===== src/rtl/pal_pkg.sv =====
// Package: shared defaults and address decoding for the fabric.
// Assumes term words sit at addresses 0..NT-1 and the polarity word at NT.
package pal_pkg;

    localparam int DEF_N_IN = 4;
    localparam int DEF_N_OUT = 3;
    localparam int DEF_TPO = 3;

    typedef enum logic [1:0] {
        ADDR_TERM = 2'd0,
        ADDR_POL  = 2'd1,
        ADDR_NONE = 2'd2
    } addr_kind_e;

    // Classify a configuration address against the number of terms.
    function automatic addr_kind_e classify(input int unsigned addr, input int unsigned n_terms);
        if (addr < n_terms)       return ADDR_TERM;
        else if (addr == n_terms) return ADDR_POL;
        else                      return ADDR_NONE;
    endfunction

endpackage


===== src/rtl/pal_cfg_store.sv =====
// Configuration store: a staging bank written one word at a time and read
// back combinationally, and an active bank loaded from it by an apply pulse.
// Assumes a write and an apply in the same cycle: the write lands in staging,
// and active takes the staging contents from before that write.
module pal_cfg_store
    import pal_pkg::*;
#(
    parameter int N_IN = DEF_N_IN,
    parameter int N_OUT = DEF_N_OUT,
    parameter int TPO = DEF_TPO,
    localparam int NT = N_OUT * TPO,
    localparam int NLIT = 2 * (N_IN + N_OUT),
    localparam int WORD_W = NLIT + 1,
    localparam int ADDR_W = $clog2(NT + 2)
) (
    input  logic                      clk,
    input  logic                      rst_n,
    input  logic                      we,
    input  logic [ADDR_W-1:0]         waddr,
    input  logic [WORD_W-1:0]         wdata,
    input  logic                      apply,
    input  logic [ADDR_W-1:0]         raddr,
    output logic [WORD_W-1:0]         rdata,
    output logic [NT-1:0]             act_en,
    output logic [NT-1:0][NLIT-1:0]   act_mask,
    output logic [N_OUT-1:0]          act_pol
);

    logic [NT-1:0]           stg_en;
    logic [NT-1:0][NLIT-1:0] stg_mask;
    logic [N_OUT-1:0]        stg_pol;

    // Staging bank: reset clears, writes update the addressed word.
    always_ff @(posedge clk) begin
        if (!rst_n) begin
            stg_en   <= '0;
            stg_mask <= '0;
            stg_pol  <= '0;
        end else if (we) begin
            case (classify(int'(waddr), NT))
                ADDR_TERM: begin
                    stg_en[waddr]   <= wdata[NLIT];
                    stg_mask[waddr] <= wdata[NLIT-1:0];
                end
                ADDR_POL:  stg_pol <= wdata[N_OUT-1:0];
                default:   ;
            endcase
        end
    end

    // Active bank: reset clears, apply copies the whole staging bank.
    always_ff @(posedge clk) begin
        if (!rst_n) begin
            act_en   <= '0;
            act_mask <= '0;
            act_pol  <= '0;
        end else if (apply) begin
            act_en   <= stg_en;
            act_mask <= stg_mask;
            act_pol  <= stg_pol;
        end
    end

    // Readback of the staging word at raddr, zero outside the map.
    always_comb begin
        rdata = '0;
        case (classify(int'(raddr), NT))
            ADDR_TERM: rdata = {stg_en[raddr], stg_mask[raddr]};
            ADDR_POL:  rdata[N_OUT-1:0] = stg_pol;
            default:   rdata = '0;
        endcase
    end

endmodule


===== src/rtl/pal_loop_check.sv =====
// Loop check: builds the output-to-output dependency graph from the active
// terms and flags every output that reaches itself.
// Assumes a connection counts structurally, whatever the product evaluates to.
module pal_loop_check
    import pal_pkg::*;
#(
    parameter int N_IN = DEF_N_IN,
    parameter int N_OUT = DEF_N_OUT,
    parameter int TPO = DEF_TPO,
    localparam int NT = N_OUT * TPO,
    localparam int NLIT = 2 * (N_IN + N_OUT)
) (
    input  logic [NT-1:0]           en,
    input  logic [NT-1:0][NLIT-1:0] mask,
    output logic [N_OUT-1:0]        loop
);

    logic [N_OUT-1:0][N_OUT-1:0] dep;
    logic [N_OUT-1:0][N_OUT-1:0] reach;

    // Direct edges: output j reads output k through an enabled term.
    always_comb begin
        dep = '0;
        for (int j = 0; j < N_OUT; j++) begin
            for (int s = 0; s < TPO; s++) begin
                for (int k = 0; k < N_OUT; k++) begin
                    if (en[j*TPO+s] && (mask[j*TPO+s][2*(N_IN+k)] || mask[j*TPO+s][2*(N_IN+k)+1]))
                        dep[j][k] = 1'b1;
                end
            end
        end
    end

    // Transitive closure by repeated path extension, then the diagonal.
    always_comb begin
        reach = dep;
        for (int it = 0; it < N_OUT; it++) begin
            for (int j = 0; j < N_OUT; j++) begin
                for (int k = 0; k < N_OUT; k++) begin
                    if (reach[j][k]) reach[j] = reach[j] | reach[k];
                end
            end
        end
        for (int j = 0; j < N_OUT; j++) loop[j] = reach[j][j];
    end

endmodule


===== src/rtl/pal_eval.sv =====
// Evaluator: combinational AND array, fixed OR groups, output polarity.
// Feedback is resolved by N_OUT unrolled passes; pass 0 sees feedback as 0.
// Assumes cyclic outputs are already flagged, so forcing them to 0 in every
// pass makes the final pass exact for all acyclic outputs.
module pal_eval
    import pal_pkg::*;
#(
    parameter int N_IN = DEF_N_IN,
    parameter int N_OUT = DEF_N_OUT,
    parameter int TPO = DEF_TPO,
    localparam int NT = N_OUT * TPO,
    localparam int NLIT = 2 * (N_IN + N_OUT),
    localparam int NPASS = N_OUT
) (
    input  logic [N_IN-1:0]         pins,
    input  logic [NT-1:0]           en,
    input  logic [NT-1:0][NLIT-1:0] mask,
    input  logic [N_OUT-1:0]        pol,
    input  logic [N_OUT-1:0]        loop,
    output logic [N_OUT-1:0]        result
);

    logic [NPASS:0][N_OUT-1:0] stage;

    assign stage[0] = '0;

    for (genvar p = 0; p < NPASS; p++) begin : g_pass
        logic [NLIT-1:0]  lits;
        logic [NT-1:0]    prod;
        logic [N_OUT-1:0] sum;

        // Literal vector: both polarities of pins, then of the feedback.
        always_comb begin
            for (int i = 0; i < N_IN; i++) begin
                lits[2*i]   = pins[i];
                lits[2*i+1] = ~pins[i];
            end
            for (int k = 0; k < N_OUT; k++) begin
                lits[2*(N_IN+k)]   = stage[p][k];
                lits[2*(N_IN+k)+1] = ~stage[p][k];
            end
        end

        for (genvar t = 0; t < NT; t++) begin : g_term
            assign prod[t] = en[t] & (&(~mask[t] | lits));
        end

        for (genvar o = 0; o < N_OUT; o++) begin : g_or
            assign sum[o] = |prod[o*TPO +: TPO];
        end

        assign stage[p+1] = (sum ^ pol) & ~loop;
    end

    assign result = stage[NPASS];

endmodule


===== src/rtl/pal_fabric.sv =====
// Top: programmable AND array with fixed OR groups and output feedback.
// Assumes synchronous active-low reset; evaluation itself is combinational.
module pal_fabric
    import pal_pkg::*;
#(
    parameter int N_IN = DEF_N_IN,
    parameter int N_OUT = DEF_N_OUT,
    parameter int TPO = DEF_TPO,
    localparam int NT = N_OUT * TPO,
    localparam int NLIT = 2 * (N_IN + N_OUT),
    localparam int WORD_W = NLIT + 1,
    localparam int ADDR_W = $clog2(NT + 2)
) (
    input  logic              clk,
    input  logic              rst_n,
    input  logic              cfg_we,
    input  logic [ADDR_W-1:0] cfg_addr,
    input  logic [WORD_W-1:0] cfg_wdata,
    input  logic              cfg_apply,
    input  logic [ADDR_W-1:0] rd_addr,
    output logic [WORD_W-1:0] rd_data,
    input  logic [N_IN-1:0]   in_pins,
    output logic [N_OUT-1:0]  out_pins,
    output logic [N_OUT-1:0]  loop_err
);

    logic [NT-1:0]           act_en;
    logic [NT-1:0][NLIT-1:0] act_mask;
    logic [N_OUT-1:0]        act_pol;

    pal_cfg_store #(.N_IN(N_IN), .N_OUT(N_OUT), .TPO(TPO)) u_store (
        .clk      (clk),
        .rst_n    (rst_n),
        .we       (cfg_we),
        .waddr    (cfg_addr),
        .wdata    (cfg_wdata),
        .apply    (cfg_apply),
        .raddr    (rd_addr),
        .rdata    (rd_data),
        .act_en   (act_en),
        .act_mask (act_mask),
        .act_pol  (act_pol)
    );

    pal_loop_check #(.N_IN(N_IN), .N_OUT(N_OUT), .TPO(TPO)) u_loop (
        .en   (act_en),
        .mask (act_mask),
        .loop (loop_err)
    );

    pal_eval #(.N_IN(N_IN), .N_OUT(N_OUT), .TPO(TPO)) u_eval (
        .pins   (in_pins),
        .en     (act_en),
        .mask   (act_mask),
        .pol    (act_pol),
        .loop   (loop_err),
        .result (out_pins)
    );

endmodule


===== config.mk =====
export PLATFORM = sky130hd
export DESIGN_NAME = pal_fabric
export DESIGN_NICKNAME = d
export VERILOG_FILES = /design/src/rtl/pal_pkg.sv /design/src/rtl/pal_cfg_store.sv /design/src/rtl/pal_loop_check.sv /design/src/rtl/pal_eval.sv /design/src/rtl/pal_fabric.sv
export SDC_FILE = /design/constraint.sdc
export NUM_CORES = 1
export LEC_CHECK = 0
export BUFFER_PORTS_ARGS = -buffer_cell sky130_fd_sc_hd__buf_2
export CAP_MARGIN = 0
export CORE_ASPECT_RATIO = 1.2
export CORE_MARGIN = 5
export CORE_UTILIZATION = 35
export DETAILED_ROUTE_END_ITERATION = 10
export HOLD_SLACK_MARGIN = 0.12
export RECOVER_POWER = 50
export SLEW_MARGIN = 20
export SYNTH_ARGS = -nofsm -noshare
export SYNTH_HDL_FRONTEND = slang
export SYNTH_SLANG_ARGS = --single-unit

===== constraint.sdc =====
create_clock -name clk -period 6.5 [get_ports clk]
set_clock_uncertainty 0.1 [all_clocks]
set_input_delay 0.325 -clock clk [delete_from_list [all_inputs] [get_ports clk]]
set_output_delay 0.325 -clock clk [all_outputs]
set_load 0.005 [all_outputs]

== After elaboration in Yosys (flattened, before gate mapping) ==
Cells that the tools add are included.

* Order comparisons: 5
* Equal/unequal tests: 4
* Muxes and demuxes: 72
* Bitwise operators: 107
* Reductions and logical operators: 95

{| class="wikitable"
|+ Operators by type and width
! kind !! number
|-
| OR 14 bit || 27
|-
| AND reduction 14 bit || 27
|-
| bitwise mux 126 bit || 1
|-
| inverter 14 bit || 9
|-
| 2-to-1 mux 3 bit || 27
|-
| OR 3 bit || 27
|-
| binary-select mux 14 bit (select 4 bit) || 1
|-
| demux 14 bit (select 4 bit) || 1
|-
| 2-to-1 mux 1 bit || 29
|-
| logical AND 1 bit || 28
|-
| 2-to-1 mux 14 bit || 2
|-
| AND 1 bit || 27
|-
| logical OR 1 bit || 27
|-
| OR reduction 3 bit || 9
|-
| 2-to-1 mux 12 bit || 1
|-
| 2-to-1 mux 2 bit || 6
|-
| < comparator 4 x 5 -> 1 bit, second input constant || 2
|-
| inverter 1 bit || 10
|-
| AND 3 bit || 3
|-
| bitwise mux 9 bit || 1
|-
| XOR 3 bit || 3
|-
| == test 4 bit, second input constant || 2
|-
| < comparator 4 bit, second input constant || 2
|-
| one-hot mux 3 bit (2 select lines) || 1
|-
| other kinds (7) || 10
|}

* Register bits: 276
* Output and inout bits: 21
* Word-level logic and storage cells: 305

== Depth between registers and ports, before layout ==
* Word-level depth: 61
* Mapped depth: 15
* Depth with buffers taken out: 14

== Cells and area by module ==
From an unflattened synthesis, not the netlist that was laid out.

* Cell total of the unflattened synthesis: 1631
* Area, all modules: 14968.1 um2

{| class="wikitable"
|+ By module, submodules not included
! module !! times used !! cells each !! area an instance (um2)
|-
| pal_cfg_store || 1 || 1233 || 12041.5
|-
| pal_eval || 1 || 350 || 2622.5
|-
| pal_loop_check || 1 || 48 || 304.0
|}

== Least setup slack after synthesis ==
OpenSTA, ideal clock, no wires.

* Path kind: register to output
* From: register u_store.act_mask[26] (netlist name)
* To: output port out_pins[0]
* Arrival: 3.481 ns
* Required time: 6.075 ns
* Setup slack: 2.594 ns
* Cell stages (with the launch flop): 15
* Path buffers: 0
* Cells stage by stage: dfxtp_1 > o21ai_1 > nand3_2 > a21o_4 > a211oi_4 > inv_4 > nor3_4 > mux2_1 > o32a_1 > o21ai_2 > mux2_2 > nand2_1 > o21ai_0 > o311ai_1 > mux2i_1

{| class="wikitable"
|+ RTL lines
! item !! line !! RTL
|-
| start: declaration || pal_cfg_store.sv:25 || <nowiki>output logic [NT-1:0][NLIT-1:0] act_mask,</nowiki>
|-
| start signal: assignment || pal_cfg_store.sv:59 || <nowiki>act_mask <= stg_mask;</nowiki>
|-
| logical OR 1 bit * || pal_loop_check.sv:27 || <nowiki>if (en[j*TPO+s] && (mask[j*TPO+s][2*(N_IN+k)] || mask[j*TPO+s][2*(N_IN+k)+1]))</nowiki>
|-
| logical AND 1 bit * || pal_loop_check.sv:27 ||
|-
| 2-to-1 mux 1 bit * (2 in series) || pal_loop_check.sv:27 ||
|-
| OR 3 bit || pal_loop_check.sv:40 || <nowiki>if (reach[j][k]) reach[j] = reach[j] | reach[k];</nowiki>
|-
| 2-to-1 mux 3 bit * || pal_loop_check.sv:40 ||
|-
| OR 3 bit || pal_loop_check.sv:40 ||
|-
| 2-to-1 mux 3 bit * (2 in series) || pal_loop_check.sv:40 ||
|-
| OR 3 bit / 2-to-1 mux 3 bit (equally long branches) || pal_loop_check.sv:40 ||
|-
| [... 23 more ...] || - ||
|-
| via loop_err[0] || pal_fabric.sv:24 || <nowiki>output logic [N_OUT-1:0] loop_err</nowiki>
|-
| [... 8 more ...] || - ||
|-
| AND 3 bit || pal_eval.sv:52 || <nowiki>assign stage[p+1] = (sum ^ pol) & ~loop;</nowiki>
|-
| inverter 1 bit || pal_eval.sv:40 || <nowiki>lits[2*(N_IN+k)+1] = ~stage[p][k];</nowiki>
|-
| OR 14 bit || pal_eval.sv:45 || <nowiki>assign prod[t] = en[t] & (&(~mask[t] | lits));</nowiki>
|-
| AND reduction 14 bit || pal_eval.sv:45 ||
|-
| AND 1 bit || pal_eval.sv:45 ||
|-
| OR reduction 3 bit || pal_eval.sv:49 || <nowiki>assign sum[o] = |prod[o*TPO +: TPO];</nowiki>
|-
| XOR 3 bit || pal_eval.sv:52 ||
|-
| AND 3 bit * || pal_eval.sv:52 ||
|-
| end: declaration || pal_fabric.sv:23 || <nowiki>output logic [N_OUT-1:0] out_pins,</nowiki>
|}

Mark *: on every way through the listed nets, which the timed path passes. The rest lies on a longest branch.

== Worst setup path in the final report ==
* From: register u_store.act_mask[92] (netlist name)
* To: output port out_pins[2]

* Cells in the longest elaborated chain, start to end: 50

{| class="wikitable"
|+ Ends and longest elaborated chain
! item !! line
|-
| logical OR 1 bit || pal_loop_check.sv:27
|-
| logical AND 1 bit || pal_loop_check.sv:27
|-
| 2-to-1 mux 1 bit (3 in series) || pal_loop_check.sv:27
|-
| OR 3 bit / 2-to-1 mux 3 bit (equally long branches) || pal_loop_check.sv:40
|-
| 2-to-1 mux 3 bit / OR 3 bit (equally long branches) || pal_loop_check.sv:40
|-
| OR 3 bit / 2-to-1 mux 3 bit (equally long branches) || pal_loop_check.sv:40
|-
| 2-to-1 mux 3 bit / OR 3 bit (equally long branches) || pal_loop_check.sv:40
|-
| OR 3 bit / 2-to-1 mux 3 bit (equally long branches) || pal_loop_check.sv:40
|-
| [... 32 more ...] || -
|-
| AND 3 bit || pal_eval.sv:52
|-
| inverter 1 bit || pal_eval.sv:40
|-
| OR 14 bit || pal_eval.sv:45
|-
| AND reduction 14 bit || pal_eval.sv:45
|-
| AND 1 bit || pal_eval.sv:45
|-
| OR reduction 3 bit || pal_eval.sv:49
|-
| XOR 3 bit || pal_eval.sv:52
|-
| AND 3 bit * || pal_eval.sv:52
|}

Mark *: on every way between the ends. The rest lies on a longest branch, timed or not.

==> results.yml <==
outcome:
  status: "finished with violations"
  violations: "capacitance limit, slew limit"
clock_network:
  clockBufferDepth: 3
  cts_tree: "done"
  cts.sinks: 276
  ctsResizeCount: 0
  clkTransAtPathRegs_ps: 60
  cts_inserted_buffers: 30
  clk_latency_ps: 570
  cts-root-buf: "clkbuf_16"
  cts_max_level: 1
critical_path:
  rrSetupSlack_ps: 5410
  worst-path-max-fanout: 8
  cp.required_ps: 6070
  crit_slowest_cell: "mux2_2"
  crit_chain: "o21ai_1 -> nand3_1 -> and3_2 -> a211oi_4 -> inv_4 -> nor3_4 -> mux2_1 -> o32a_1 -> o21ai_2 -> mux2_2 -> mux2i_1 -> and3_1 -> a211oi_2 -> mux2i_1 -> buf_2"
  crit_top_cell: "mux2i_1"
  critPathKind: "flip-flop to primary output"
  max_stage_delay_ps: 470
  startpoint_type: "flip-flop"
  critPathCaptureType: "primary output"
  cp.arrival_ps: 4980
cells_and_area:
  fillers: 3846
  layout_commonest_cell: "dfxtp_1"
  multi_input_comb_area_um2: 7590
  diodes: 0
  final_layout_size_suffix_gt1_share_pct: 12.5
  area_delta_synth_final_pct: 11.7
  final_cell_mix: "dfxtp_1, nand2_1, mux2i_1"
  regArea_um2: 5530
  nets: 1469
global_routing:
  overflow: 0
  grtUsageTotal_pct: 20.0
  grt_pass1_wl_um: 66600
  grt_pass1_vias: 10462
  antenna_found_initial: 1
  grt_max_degree: 154
timing:
  relSlewSlack_pct: -259
  fin_crit_sh_pct: 83.2
  slew_viol_final: 154
  setup_viol: 0
  period_needed_ps: 5410
  worst_slew_pin_slew_ps: 5390
  fmax_mhz: 185
  finalHoldViolCount: 0
  rsz0062_at_grt: "false"
  fin_setup_tns_ps: 0
synthesis:
  synth_area_um2: 13600
  yosysUniqueCellTypes: 72
  syn_inst: 1441
  async_reset_ff_share_pct: 0
  yosysTopAreaCell: "dfxtp_1"
  synth.top_cell.area_share_pct: 40.7
  synthesis.nets: 1472
  synth-edff-count: 0
  syn_avg_cell_area_um2: 9.41
  synth_top_flop_cell: "dfxtp_1"
  yosys_warnings: 0
  synth-seq-cells: 276
  ys_seq_area_share_pct: 40.7
  synthTopCellsByArea: "dfxtp_1, mux2i_1, nor2b_1, nand2_1, a21boi_0"
power_and_ir_drop:
  power.density_nw_per_um2: 236
  finalPower_mw: 3.58
  leakagePower_nw: 5.72
  peakVddDrop_mv: 0.175
floorplan:
  row_count: 79
  die_area_um2: 42800
  core_um2: 38500
  start_util_pct: 35.2
  io_pins: 52
  fp.dieH_um: 226
  die-width_um: 190
drt:
  routed_wl_um: 43800
  viasPerCell: 5.48
  drc_errors: 0
  antenna_left: 0
  drt_iter0_drc: 895
  first_pass_iters: 6
  vias: 10651
  post_drt_wl_per_cell_um: 22.5
job:
  max-cap-violations: 1
placement:
  place_congestion: 0.997
  io_buffer_count: 51
  dp_hpwl_um: 30000
min_path:
  min_path_type: "input pin to flip-flop"
==> flip-flops by register name, indices dropped and copies added (netlist names) <==
| register | count |
|---|---|
| u_store.act_mask | 126 |
| u_store.stg_mask | 126 |
| u_store.stg_pol | 3 |
| u_store.act_pol | 3 |
| u_store.stg_en | 9 |
| u_store.act_en | 9 |
==> layer usage <==
| metal | up-vias | global-route usage (%) | wire length (µm) |
|---|---|---|---|
| met2 | 313 | 33.2 | 20500 |
| met1 | 5255 | 26.9 | 19300 |
| met4 | 2 | 7.49 | 1810 |
| met5 | - | 0 | 13 |
| met3 | 87 | 2.49 | 2140 |
| li1 | 4994 | - | - |
==> metrics by stage <==
step,utilization [%],hold slack (ps),std cells,setup WS [ps],cell area (µm²)
2_1_floorplan,-,353,1441,2590,13600
3_3_place_gp,36.5,364,1877,1630,14100
3_5_place_dp,36.5,377,1877,1650,14100
4_1_cts,39.3,262,1945,1100,15200
5_1_grt,39.3,304,1945,629,15100
6_report,39.3,272,1945,1090,15100
==> repair_timing <==
| action | 4_1_cts | 5_1_grt |
|---|---|---|
| buffers inserted | 0 | 0 |
| setup endpoints to repair | 0 | 0 |
| hold endpoints to repair | 129 | 0 |
| hold buffers | 15 | 0 |
==> cells in the mapped netlist (16+ instances only) <==
library cell / number
a21boi_0: 105
buf_1: 16
clkbuf_1: 87
dfxtp_1: 276
mux2_2: 17
mux2i_1: 232
mux4_2: 24
nand2_1: 250
nand3_1: 23
nor2b_1: 183
o21ai_0: 29
==> logic make-up after synthesis <==
family	count (synthesis)	share of synthesized area, %
simple gates	548	20.8
mux	278	23.0
flops	276	40.7
compound gates	218	11.8
buf+inv	119	3.48
xor+xnor	2	0.129
==> report_power, final <==
| group | switching (mW) | internal [mW] |
|---|---|---|
| sequential | 0.0145 | 1.71 |
| combinational | 0.144 | 0.104 |
| clock | 0.699 | 0.912 |
| total | 0.858 | 2.72 |
==> critical path: cells and delay by family, from the launching register on <==
| family | cells | cell delay, ps |
|---|---|---|
| buffers and inverters | 2 | 290 |
| multiplexers | 4 | 1270 |
| AND/OR/NAND/NOR | 4 | 1220 |
| AO/OA/AOI/OAI | 5 | 1240 |
| flip-flops | 1 | 420 |
==> cell type report <==
class / count / share of cell area, %
Multi-Input combinational cell: 1046 / 50.1
Sequential cell: 276 / 36.5
Clock buffer: 43 / 5.68
Tap cell: 486 / 4.01
Timing Repair Buffer: 73 / 3.09
Clock inverter: 10 / 0.347
Inverter: 11 / 0.289
==> worst paths after layout <==
kind | to | startpoint | depth (start not counted)
worst min register to register | u_store.stg_mask[54]$_SDFFE_PN0P_ | u_store.stg_mask[54]$_SDFFE_PN0P_ | 2
worst max-delay path | out_pins[2] | u_store.act_mask[92]$_SDFFE_PN0P_ | 15
worst max register to register | u_store.act_pol[1]$_SDFFE_PN0P_ | u_store.act_pol[1]$_SDFFE_PN0P_ | 2
worst min-delay path | u_store.stg_pol[2]$_SDFFE_PN0P_ | cfg_we | 5
No activity file was read; power rests on OpenSTA's default activity.
